File: config.mk
export PLATFORM = sky130hd
export DESIGN_NAME = lane_access_splitter
export DESIGN_NICKNAME = d
export VERILOG_FILES = /design/src/rtl/lane_pkg.sv /design/src/rtl/lane_seq.sv /design/src/rtl/lane_steer.sv /design/src/rtl/lane_collect.sv /design/src/rtl/lane_access_splitter.sv
export SDC_FILE = /design/constraint.sdc
export NUM_CORES = 1
export LEC_CHECK = 0
export BUFFER_PORTS_ARGS = -buffer_cell sky130_fd_sc_hd__buf_2
export CAP_MARGIN = 5
export CORE_MARGIN = 3
export CORE_UTILIZATION = 45
export DETAILED_ROUTE_END_ITERATION = 8
export GPL_TIMING_DRIVEN = 0
export PLACE_DENSITY_LB_ADDON = 0.25
export SLEW_MARGIN = 30
export SYNTH_ARGS = -nofsm -noshare
export SYNTH_HDL_FRONTEND = slang
export SYNTH_HIERARCHICAL = 1
export SYNTH_SLANG_ARGS = --single-unit
export TNS_END_PERCENT = 20
File: constraint.sdc
create_clock -name clk -period 1.6 [get_ports clk]
set_clock_uncertainty 0.2 [all_clocks]
set_input_delay 0.16 -clock clk [delete_from_list [all_inputs] [get_ports clk]]
set_output_delay 0.16 -clock clk [all_outputs]
set_load 0.02 [all_outputs]
File: src/rtl/lane_pkg.sv
// Shared definitions for the byte-lane access splitter.
// Assumes two byte lanes of equal width on the memory side.
package lane_pkg;
    localparam int LANE_W = 8;
    localparam int BUS_W  = 2 * LANE_W;

    typedef enum logic [1:0] {
        PH_IDLE   = 2'd0,
        PH_FIRST  = 2'd1,
        PH_SECOND = 2'd2
    } lane_phase_e;
endpackage

File: src/rtl/lane_seq.sv
// Request sequencer: holds the accepted request and steps through one or
// two bus phases, ending each phase on bus_ready. Assumes the request
// fields are valid in the cycle req_valid is sampled while idle.
module lane_seq #(
    parameter int AW = 20
) (
    input  logic                         clk,
    input  logic                         rst_n,
    input  logic                         req_valid,
    input  logic                         req_write,
    input  logic                         req_word,
    input  logic [AW-1:0]                req_addr,
    input  logic [lane_pkg::BUS_W-1:0]   req_wdata,
    input  logic                         bus_ready,
    output lane_pkg::lane_phase_e        phase,
    output logic                         held_write,
    output logic                         held_word,
    output logic [AW-1:0]                held_addr,
    output logic [lane_pkg::BUS_W-1:0]   held_wdata,
    output logic                         done
);
    import lane_pkg::*;

    logic split;
    // Misaligned word needs a second phase.
    always_comb split = held_word && held_addr[0];

    // Phase register, held request and completion pulse.
    always_ff @(posedge clk) begin
        if (!rst_n) begin
            phase      <= PH_IDLE;
            held_write <= 1'b0;
            held_word  <= 1'b0;
            held_addr  <= '0;
            held_wdata <= '0;
            done       <= 1'b0;
        end else begin
            done <= 1'b0;
            case (phase)
                PH_IDLE: if (req_valid) begin
                    held_write <= req_write;
                    held_word  <= req_word;
                    held_addr  <= req_addr;
                    held_wdata <= req_wdata;
                    phase      <= PH_FIRST;
                end
                PH_FIRST: if (bus_ready) begin
                    if (split) begin
                        phase <= PH_SECOND;
                    end else begin
                        phase <= PH_IDLE;
                        done  <= 1'b1;
                    end
                end
                PH_SECOND: if (bus_ready) begin
                    phase <= PH_IDLE;
                    done  <= 1'b1;
                end
                default: phase <= PH_IDLE;
            endcase
        end
    end
endmodule

File: src/rtl/lane_steer.sv
// Bus driver: turns the held request and the current phase into address,
// odd-lane enable, direction and lane-steered write data. Purely
// combinational; byte cycles place their byte on both lanes.
module lane_steer #(
    parameter int AW = 20
) (
    input  lane_pkg::lane_phase_e        phase,
    input  logic                         held_write,
    input  logic                         held_word,
    input  logic [AW-1:0]                held_addr,
    input  logic [lane_pkg::BUS_W-1:0]   held_wdata,
    output logic                         bus_cyc,
    output logic                         bus_we,
    output logic [AW-1:0]                bus_addr,
    output logic                         bus_hi_n,
    output logic [lane_pkg::BUS_W-1:0]   bus_wdata
);
    import lane_pkg::*;

    localparam logic [AW-1:0] ADDR_STEP = AW'(1);

    logic [LANE_W-1:0] lo_byte, hi_byte;
    logic              odd;

    // Split the held write data and address parity.
    always_comb begin
        lo_byte = held_wdata[LANE_W-1:0];
        hi_byte = held_wdata[BUS_W-1:LANE_W];
        odd     = held_addr[0];
    end

    // Per-phase drive of the bus signals.
    always_comb begin
        bus_cyc   = (phase != PH_IDLE);
        bus_we    = held_write && bus_cyc;
        bus_addr  = held_addr;
        bus_hi_n  = 1'b1;
        bus_wdata = '0;
        case (phase)
            PH_FIRST: begin
                bus_hi_n  = !(held_word || odd);
                bus_wdata = (held_word && !odd) ? held_wdata : {lo_byte, lo_byte};
            end
            PH_SECOND: begin
                bus_addr  = held_addr + ADDR_STEP;
                bus_hi_n  = 1'b1;
                bus_wdata = {hi_byte, hi_byte};
            end
            default: ;
        endcase
    end
endmodule

File: src/rtl/lane_collect.sv
// Read assembler: captures lane data at each finishing edge and builds the
// result word. Assumes bus_rdata is valid whenever bus_ready ends a phase.
module lane_collect (
    input  logic                         clk,
    input  logic                         rst_n,
    input  lane_pkg::lane_phase_e        phase,
    input  logic                         held_word,
    input  logic                         held_odd,
    input  logic                         bus_ready,
    input  logic [lane_pkg::BUS_W-1:0]   bus_rdata,
    output logic [lane_pkg::BUS_W-1:0]   rdata
);
    import lane_pkg::*;

    // Capture the used lane(s) on every completed phase.
    always_ff @(posedge clk) begin
        if (!rst_n) begin
            rdata <= '0;
        end else if (bus_ready) begin
            if (phase == PH_FIRST) begin
                if (held_word && !held_odd)
                    rdata <= bus_rdata;
                else if (held_odd)
                    rdata <= {{LANE_W{1'b0}}, bus_rdata[BUS_W-1:LANE_W]};
                else
                    rdata <= {{LANE_W{1'b0}}, bus_rdata[LANE_W-1:0]};
            end else if (phase == PH_SECOND) begin
                rdata[BUS_W-1:LANE_W] <= bus_rdata[LANE_W-1:0];
            end
        end
    end
endmodule

File: src/rtl/lane_access_splitter.sv
// Top level: byte/word access splitter for a two-lane byte memory.
// Aligned words use one bus cycle, misaligned words two byte cycles.
// Assumes one outstanding request; req_ready shows when one is taken.
module lane_access_splitter #(
    parameter int AW = 20
) (
    input  logic                         clk,
    input  logic                         rst_n,
    input  logic                         req_valid,
    output logic                         req_ready,
    input  logic                         req_write,
    input  logic                         req_word,
    input  logic [AW-1:0]                req_addr,
    input  logic [lane_pkg::BUS_W-1:0]   req_wdata,
    output logic                         done,
    output logic [lane_pkg::BUS_W-1:0]   rdata,
    output logic                         bus_cyc,
    output logic                         bus_we,
    output logic [AW-1:0]                bus_addr,
    output logic                         bus_hi_n,
    output logic [lane_pkg::BUS_W-1:0]   bus_wdata,
    input  logic [lane_pkg::BUS_W-1:0]   bus_rdata,
    input  logic                         bus_ready
);
    import lane_pkg::*;

    lane_phase_e        phase;
    logic               held_write, held_word;
    logic [AW-1:0]      held_addr;
    logic [BUS_W-1:0]   held_wdata;

    // Idle means a new request is taken at the next edge.
    always_comb req_ready = (phase == PH_IDLE);

    lane_seq #(.AW(AW)) u_seq (
        .clk(clk), .rst_n(rst_n),
        .req_valid(req_valid), .req_write(req_write), .req_word(req_word),
        .req_addr(req_addr), .req_wdata(req_wdata), .bus_ready(bus_ready),
        .phase(phase), .held_write(held_write), .held_word(held_word),
        .held_addr(held_addr), .held_wdata(held_wdata), .done(done)
    );

    lane_steer #(.AW(AW)) u_steer (
        .phase(phase), .held_write(held_write), .held_word(held_word),
        .held_addr(held_addr), .held_wdata(held_wdata),
        .bus_cyc(bus_cyc), .bus_we(bus_we), .bus_addr(bus_addr),
        .bus_hi_n(bus_hi_n), .bus_wdata(bus_wdata)
    );

    lane_collect u_collect (
        .clk(clk), .rst_n(rst_n), .phase(phase),
        .held_word(held_word), .held_odd(held_addr[0]),
        .bus_ready(bus_ready), .bus_rdata(bus_rdata), .rdata(rdata)
    );
endmodule

==> impl_results.md, run 1 <==
- Worst-Margin Slew: 0.4958 ns
- Sequential share of power: roughly a third
- Vias per cell: 5.474
- Reg clk slew, reported paths: 0.07 ns
- Switching power total: 1.653 mW
- Worst stage delay on the critical path: between 0.3 and 0.4 ns
- Place WS: -0.4336 ns
- Overall Global Routing Usage: 25.79%
- Sw frac: 33.73%
- Leakage: 2.649 nW
- Initial core utilization: ~47%
- Largest net degree at the start of global routing: 15
- Clk_lat worst skew: 0.34 ns
- Placed Instances: around 600
- Logic pwr share: between 30% and 40%
- Die ar.: 0.008339 mm^2
- PwrDens: ~840 mW/mm^2
- Seq cells post-synth: 57
- Pint: between 3 and 4 mW
- PortBufs: 114
- Overflow after GRT: 0
- WP data arrival: 1.84 ns
- Total of max-cap violations: 0
- Final setup TNS: -21.05 ns
- Top post-synthesis cells by area: dfxtp_1, nand2_1, a21boi_2
- Post-synthesis sequential area ratio: 34.84%
- Synth Warn #: 6
- Nature of the critical path startpoint: flop
- Required time of the critical path: between 1 and 1.5 ns
- Syn avg cell area: 8.508 um^2
- DR DRC count: 0
- Number of flops mapped to enable cells by yosys: 0
- Top FF cell, synth: dfxtp_1
- Synth Instances: 385
- RSZ-0062 raised after global routing: yes
- Final cell count without fillers: about 700
- H-tree Lvls: 3
- CP max-delay cell: dfxtp_4
- CP endpoint kind: primary output
- Starting DRT DRC Count: 276
- Fin nets: 667
- Root Buffer: clkbuf_8
- Core Util, Final: ~84%
- Slack of the critical path: -0.5984 ns
- Fraction of layout cells with a size suffix above 1: 51.07%
- Clock power frac: 28.9%
- Num rows: 30
- Clock buffer count from CTS: 9
- Vias: 3837
- Initial antenna violation count: 0
- Minimum clock period: 2.198 ns
- Share of the synthesized area in the top cell type: 34.84%
- Worst-path fanout max: 4
- Iteration count of the initial detailed-routing pass: 5
- Failing checks: negative setup slack
- Final setup fails: 77
- Max-slew headroom: 66.95%
- Most used cell, CP: buf_6
- Synthesized Nets: 452
- GP Congestion: 0.8128
- Synth area leader: dfxtp_1
- Tot Pwr: slightly below 5 mW
- Core area: between 0.006 and 0.007 mm^2
- Synth cell types: 37
- Worst-path cell chain: inv_4, ha_4, nand2_4, nor4_4, buf_6, buf_6, xor2_2, buf_6
- Max Freq: between 400 and 500 MHz
- Outcome: complete, but fails checks
- Diodes inserted: 0
- Hold violation total from the final report: 0
- Pins Over Slew Limit: 0
- CP Class: reg2out
- Layout overhead on the synthesized area: 78.88%
- FFs w/ async S/R, synth: 0%
- I/O pins: 115
- Die X-Extent: roughly 91 um
- Area post-placement: around 0.0041 mm^2
- Cell Area, Synth: 0.003276 mm^2
- Die height: 91.32 um
- Routed WL per cell: 18.91 um
- TritonCTS Sinks: between 50 and 60
- Vias in the first global route: 3740
- Design Area, Final: just under 0.006 mm^2
- TritonCTS clock tree: done
- Antenna Nets Post-Route: 0
- Worst vdd ir: 0.5198 mV
- Final WL: around 13000 um
- First-pass GRT wire length: between 15000 and 20000 um
- Period utilization: 137.4%
- Worst Hold Class: in2reg
- CTS max path bufs: 2
- Post-DP HPWL: 6595 um
- Worst Hold Margin: 0.007916 ns
-- cells by family after synthesis --
group                    Yosys count  synth area share [%]
adder cells (fa/ha/maj)            9                 3.438
flip-flops                        57                 34.84
XOR/XNOR                          19                 5.080
multiplexers                      18                 5.538
AND/OR/NAND/NOR                  159                 22.57
AO/OA/AOI/OAI                     90                 22.12
buffers and inverters             33                 6.417
-- timing repair --
| item | 4_1_cts | 5_1_grt |
|---|---|---|
| setup buffers | 15 | 16 |
| gates resized for setup | 122 | 97 |
| hold buffers | 56 | 0 |
| pin swaps | 25 | 28 |
| hold endpoints to repair | 57 | 0 |
| endpoints found under the setup margin | 69 | 90 |
| gates cloned | 3 | 1 |
-- cell usage after synthesis, drive strengths merged, types with 4 or more instances --
master and n:
clkbuf 7, nor2 13, and3 4, inv 10, buf 16, mux2i 17
ha 9, dfxtp 57, xnor2 16, and2 9, nand2 104, o21ai 25
a21oi 9, a21boi 46, a221oi 8, nand3 10, nand4 7
-- metal layers --
| metal | track usage (%) | vias up | wire length, um | share of wire [%] |
|---|---|---|---|---|
| met3 | 7.291 | 49 | 819 | 6.2 |
| met4 | 11.06 | 0 | 486 | 3.7 |
| li1 | - | 1737 | - | - |
| met2 | 45.31 | 193 | 6991 | 53 |
| met1 | 29.01 | 1858 | 4957 | 37 |
| met5 | 0 | - | 0 | 0 |
-- placed cells by master, fill, tap and decap left out, types with 4 or more instances in the layout --
cell type / instances
dfxtp_4: 12
mux2i_1: 15
nand2_1: 91
buf_4: 44
dlygate4sd3_1: 56
buf_8: 7
clkbuf_1: 4
clkbuf_8: 17
ha_4: 6
xnor2_1: 4
and2_4: 6
nand2_2: 7
o21ai_1: 11
nand4_1: 7
buf_6: 31
nor2_1: 10
a21boi_1: 13
o21ai_0: 9
xnor2_2: 12
a221oi_2: 8
a21boi_0: 8
dfxtp_1: 43
a21oi_1: 6
buf_2: 75
buf_12: 5
nand3_4: 5
a21boi_2: 22
nand3_1: 4
nand2_4: 6
o21ai_2: 5
-- critical path, delay by kind of cell, from the launching register on --
| family | cells | cell delay (ns) |
|---|---|---|
| buf+inv | 4 | 0.50 |
| simple gates | 2 | 0.29 |
| fa+ha+maj | 1 | 0.17 |
| xor+xnor | 1 | 0.17 |
| flops | 1 | 0.36 |
-- power groups by stage --
stage | registers [mW] | clock network [mW] | logic, mW
after floorplan | 1.77 | 0 | 0.729
after global placement | 1.73 | 0 | 1.12
after detailed placement | 1.73 | 0 | 1.14
after CTS | 1.70 | 1.41 | 1.55
after global routing | 1.74 | 1.49 | 1.86
final | 1.72 | 1.41 | 1.76
-- final timing paths --
check | start | to | slack (ns) | cells after the start
max reg2reg | u_seq/held_addr[0]$_SDFFE_PN0P_ | u_collect/rdata[11]$_SDFFE_PN0P_ | -0.23 | 8
min | rst_n | u_collect/rdata[0]$_SDFFE_PN0P_ | 0.008 | 3
min reg2reg | u_seq/held_write$_SDFFE_PN0P_ | u_seq/held_write$_SDFFE_PN0P_ | 0.28 | 2
max | u_seq/phase[0]$_SDFFE_PN0P_ | bus_addr[11] | -0.60 | 8
-- registers in the layout, summed over array words and instances (netlist names) --
name              flops
u_collect/rdata      16
u_seq/done            1
u_seq/held_wdata     16
u_seq/held_word       1
u_seq/held_addr      20
u_seq/held_write      1
u_seq/phase           2
-- final cells by class --
class                   instances  area [um^2]
clock buffers                  15        206.4
repair buffers                204         1609
fillers                       354         1085
inverters                      10        48.80
clock inverters                 1        5.005
multi-input cells             295         2390
flip-flops and latches         57         1189
well taps                      96        120.1
plain buffers                  23        291.5
Power figures use the tool's default switching activity.
==> run 2, diff against run 1 <==
--- a/config.mk
+++ b/config.mk
@@ -7,8 +7,10 @@
 export LEC_CHECK = 0
 export BUFFER_PORTS_ARGS = -buffer_cell sky130_fd_sc_hd__buf_2
 export CAP_MARGIN = 5
+export CELL_PAD_IN_SITES_DETAIL_PLACEMENT = 1
+export CELL_PAD_IN_SITES_GLOBAL_PLACEMENT = 1
 export CORE_MARGIN = 3
-export CORE_UTILIZATION = 45
+export CORE_UTILIZATION = 33
 export DETAILED_ROUTE_END_ITERATION = 8
 export GPL_TIMING_DRIVEN = 0
 export PLACE_DENSITY_LB_ADDON = 0.25
==> impl_results.md, run 2 (synthesized netlist as in run 1, its figures left out) <==
- Outcome: complete, but fails checks
- Failing checks: negative setup slack
- Initial antenna violation count: 0 (unchanged)
- Worst-path fanout max: 4 (unchanged)
- Layout overhead on the synthesized area: 83.46%
- Fin nets: 672 (+0.75%)
- Final WL: 15380 um (+16%)
- TritonCTS Sinks: 57 (unchanged)
- CTS max path bufs: 2 (unchanged)
- Reg clk slew, reported paths: 0.08 ns (about the same)
- Overall Global Routing Usage: 24.62% (-1.2 points)
- Total of max-cap violations: 0 (unchanged)
- Fraction of layout cells with a size suffix above 1: 52.46% (+1.4 points)
- First-pass GRT wire length: 21590 um (+25%)
- Largest register FFs: 20 (unchanged)
- Largest regs: u_seq/held_addr x20, u_collect/rdata x16, u_seq/held_wdata x16
- Area post-placement: 0.004182 mm^2 (+1.0%)
- Vias in the first global route: 4035 (+7.9%)
- Clock buffer count from CTS: 9 (unchanged)
- Max-slew headroom: 67.04% (+0.089 points)
- Most common cell after layout, fill and taps aside: nand2_1
- Antenna Nets Post-Route: 0 (unchanged)
- H-tree Lvls: 3 (unchanged)
- PwrDens: 854.7 mW/mm^2 (+2.2%)
- Period utilization: 142.5% (+5.1 points)
- Max Freq: 438.6 MHz (-3.6%)
- Post-DP HPWL: 7762 um (+18%)
- Slack of the critical path: -0.6800 ns (-0.08153 ns)
- Hold violation total from the final report: 0 (unchanged)
- I/O pins: 115 (unchanged)
- TritonCTS clock tree: done
- WP data arrival: 1.92 ns (+0.08 ns)
- RSZ-0062 raised after global routing: yes
- Overflow after GRT: 0 (unchanged)
- Leakage: 2.648 nW (about the same)
- GP Congestion: 0.7767 (-4.4%)
- Routed WL per cell: 20.81 um (+10%)
- Final setup fails: 95 (+23%)
- Final setup TNS: -30.20 ns (-9.148 ns)
- Vias per cell: 5.016 (-8.4%)
- Most frequent cells in the layout: nand2_1, buf_2, dlygate4sd3_1
- Minimum clock period: 2.280 ns (+0.08153 ns)
- Core area: 0.009459 mm^2 (+36%)
- DR DRC count: 0 (unchanged)
- CP endpoint kind: primary output
- Root Buffer: clkbuf_8
- Vias: 3707 (-3.4%)
- Num rows: 35 (+17%)
- Required time of the critical path: 1.24 ns (about the same)
- Die X-Extent: 105.6 um (+16%)
- Worst Hold Margin: 0.01878 ns (+0.01086 ns)
- Nature of the critical path startpoint: flop
- PortBufs: 114 (unchanged)
- Worst Hold Class: in2reg
- Diodes inserted: 0 (unchanged)
- Design Area, Final: 0.006010 mm^2 (+2.6%)
- Place WS: -0.4781 ns (-0.04448 ns)
- Pins Over Slew Limit: 0 (unchanged)
- Largest Register: u_seq/held_addr
- Die height: 105.6 um (+16%)
- Initial core utilization: 34.63% (-13 points)
- Worst vdd ir: 0.5072 mV (-2.4%)
- CP Class: reg2out
- Clk_lat worst skew: 0.36 ns (+0.02 ns)
- Tot Pwr: 5.136 mW (+4.8%)
- Largest net degree at the start of global routing: 15 (unchanged)
- Die ar.: 0.01116 mm^2 (+34%)
- Iteration count of the initial detailed-routing pass: 4 (-1)
- Starting DRT DRC Count: 117 (-58%)
- Worst-Margin Slew: 0.4945 ns (-0.001329 ns)
run 2: layout make-up:
| type | instances | area [um^2] |
|---|---|---|
| Fill cell | 1084 | 3450 |
| Inverter | 10 | 53.80 |
| Multi-Input combinational cell | 295 | 2441 |
| Timing Repair Buffer | 209 | 1660 |
| Clock buffer | 10 | 148.9 |
| Tap cell | 129 | 161.4 |
| Clock inverter | 6 | 63.81 |
| Buffer | 23 | 294.0 |
| Sequential cell | 57 | 1186 |
run 2: through the flow:
stage          std cells  utilization [%]
6_report             739            63.53
5_1_grt              739            63.53
4_1_cts              723            59.07
3_5_place_dp         628            44.21
3_3_place_gp         628            44.21
2_1_floorplan        385                -
run 2: final timing paths:
path	start	cells past startpoint	to	slack (ns)
max	u_seq/held_addr[8]$_SDFFE_PN0P_	6	bus_addr[12]	-0.68
min	rst_n	3	u_seq/phase[0]$_SDFFE_PN0P_	0.02
max reg2reg	u_seq/phase[0]$_SDFFE_PN0P_	8	u_collect/rdata[11]$_SDFFE_PN0P_	-0.35
min reg2reg	u_seq/held_write$_SDFFE_PN0P_	2	u_seq/held_write$_SDFFE_PN0P_	0.30
run 2: power breakdown:
group          switching [mW]  internal, mW
Sequential              0.155          1.56
Clock                   0.702         0.814
Combinational           0.980         0.923
Total                    1.84          3.30
run 2: per-layer routing:
metal	vias to the layer above	GRT usage, %	wire length [um]
met4	0	11.01	321
met2	117	44.99	8286
met1	1817	27.28	6175
li1	1746	-	-
met5	-	0	0
met3	27	5.083	597
run 2: critical path, stage by stage (launching register included):
cell	delay (ns)
dfxtp_4	0.38
buf_6	0.11
nand2_4	0.04
nor4_4	0.40
and4_4	0.31
xor2_2	0.17
buf_4	0.17
run 2: what timing repair did:
action                                  in CTS  in global routing
cloned                                       3                  0
endpoints found under the setup margin      69                 96
endpoints found under the hold margin       56                  0
hold buffers                                56                  0
pin swaps                                   19                 27
setup buffers                               20                 17
resized for setup                          138                103
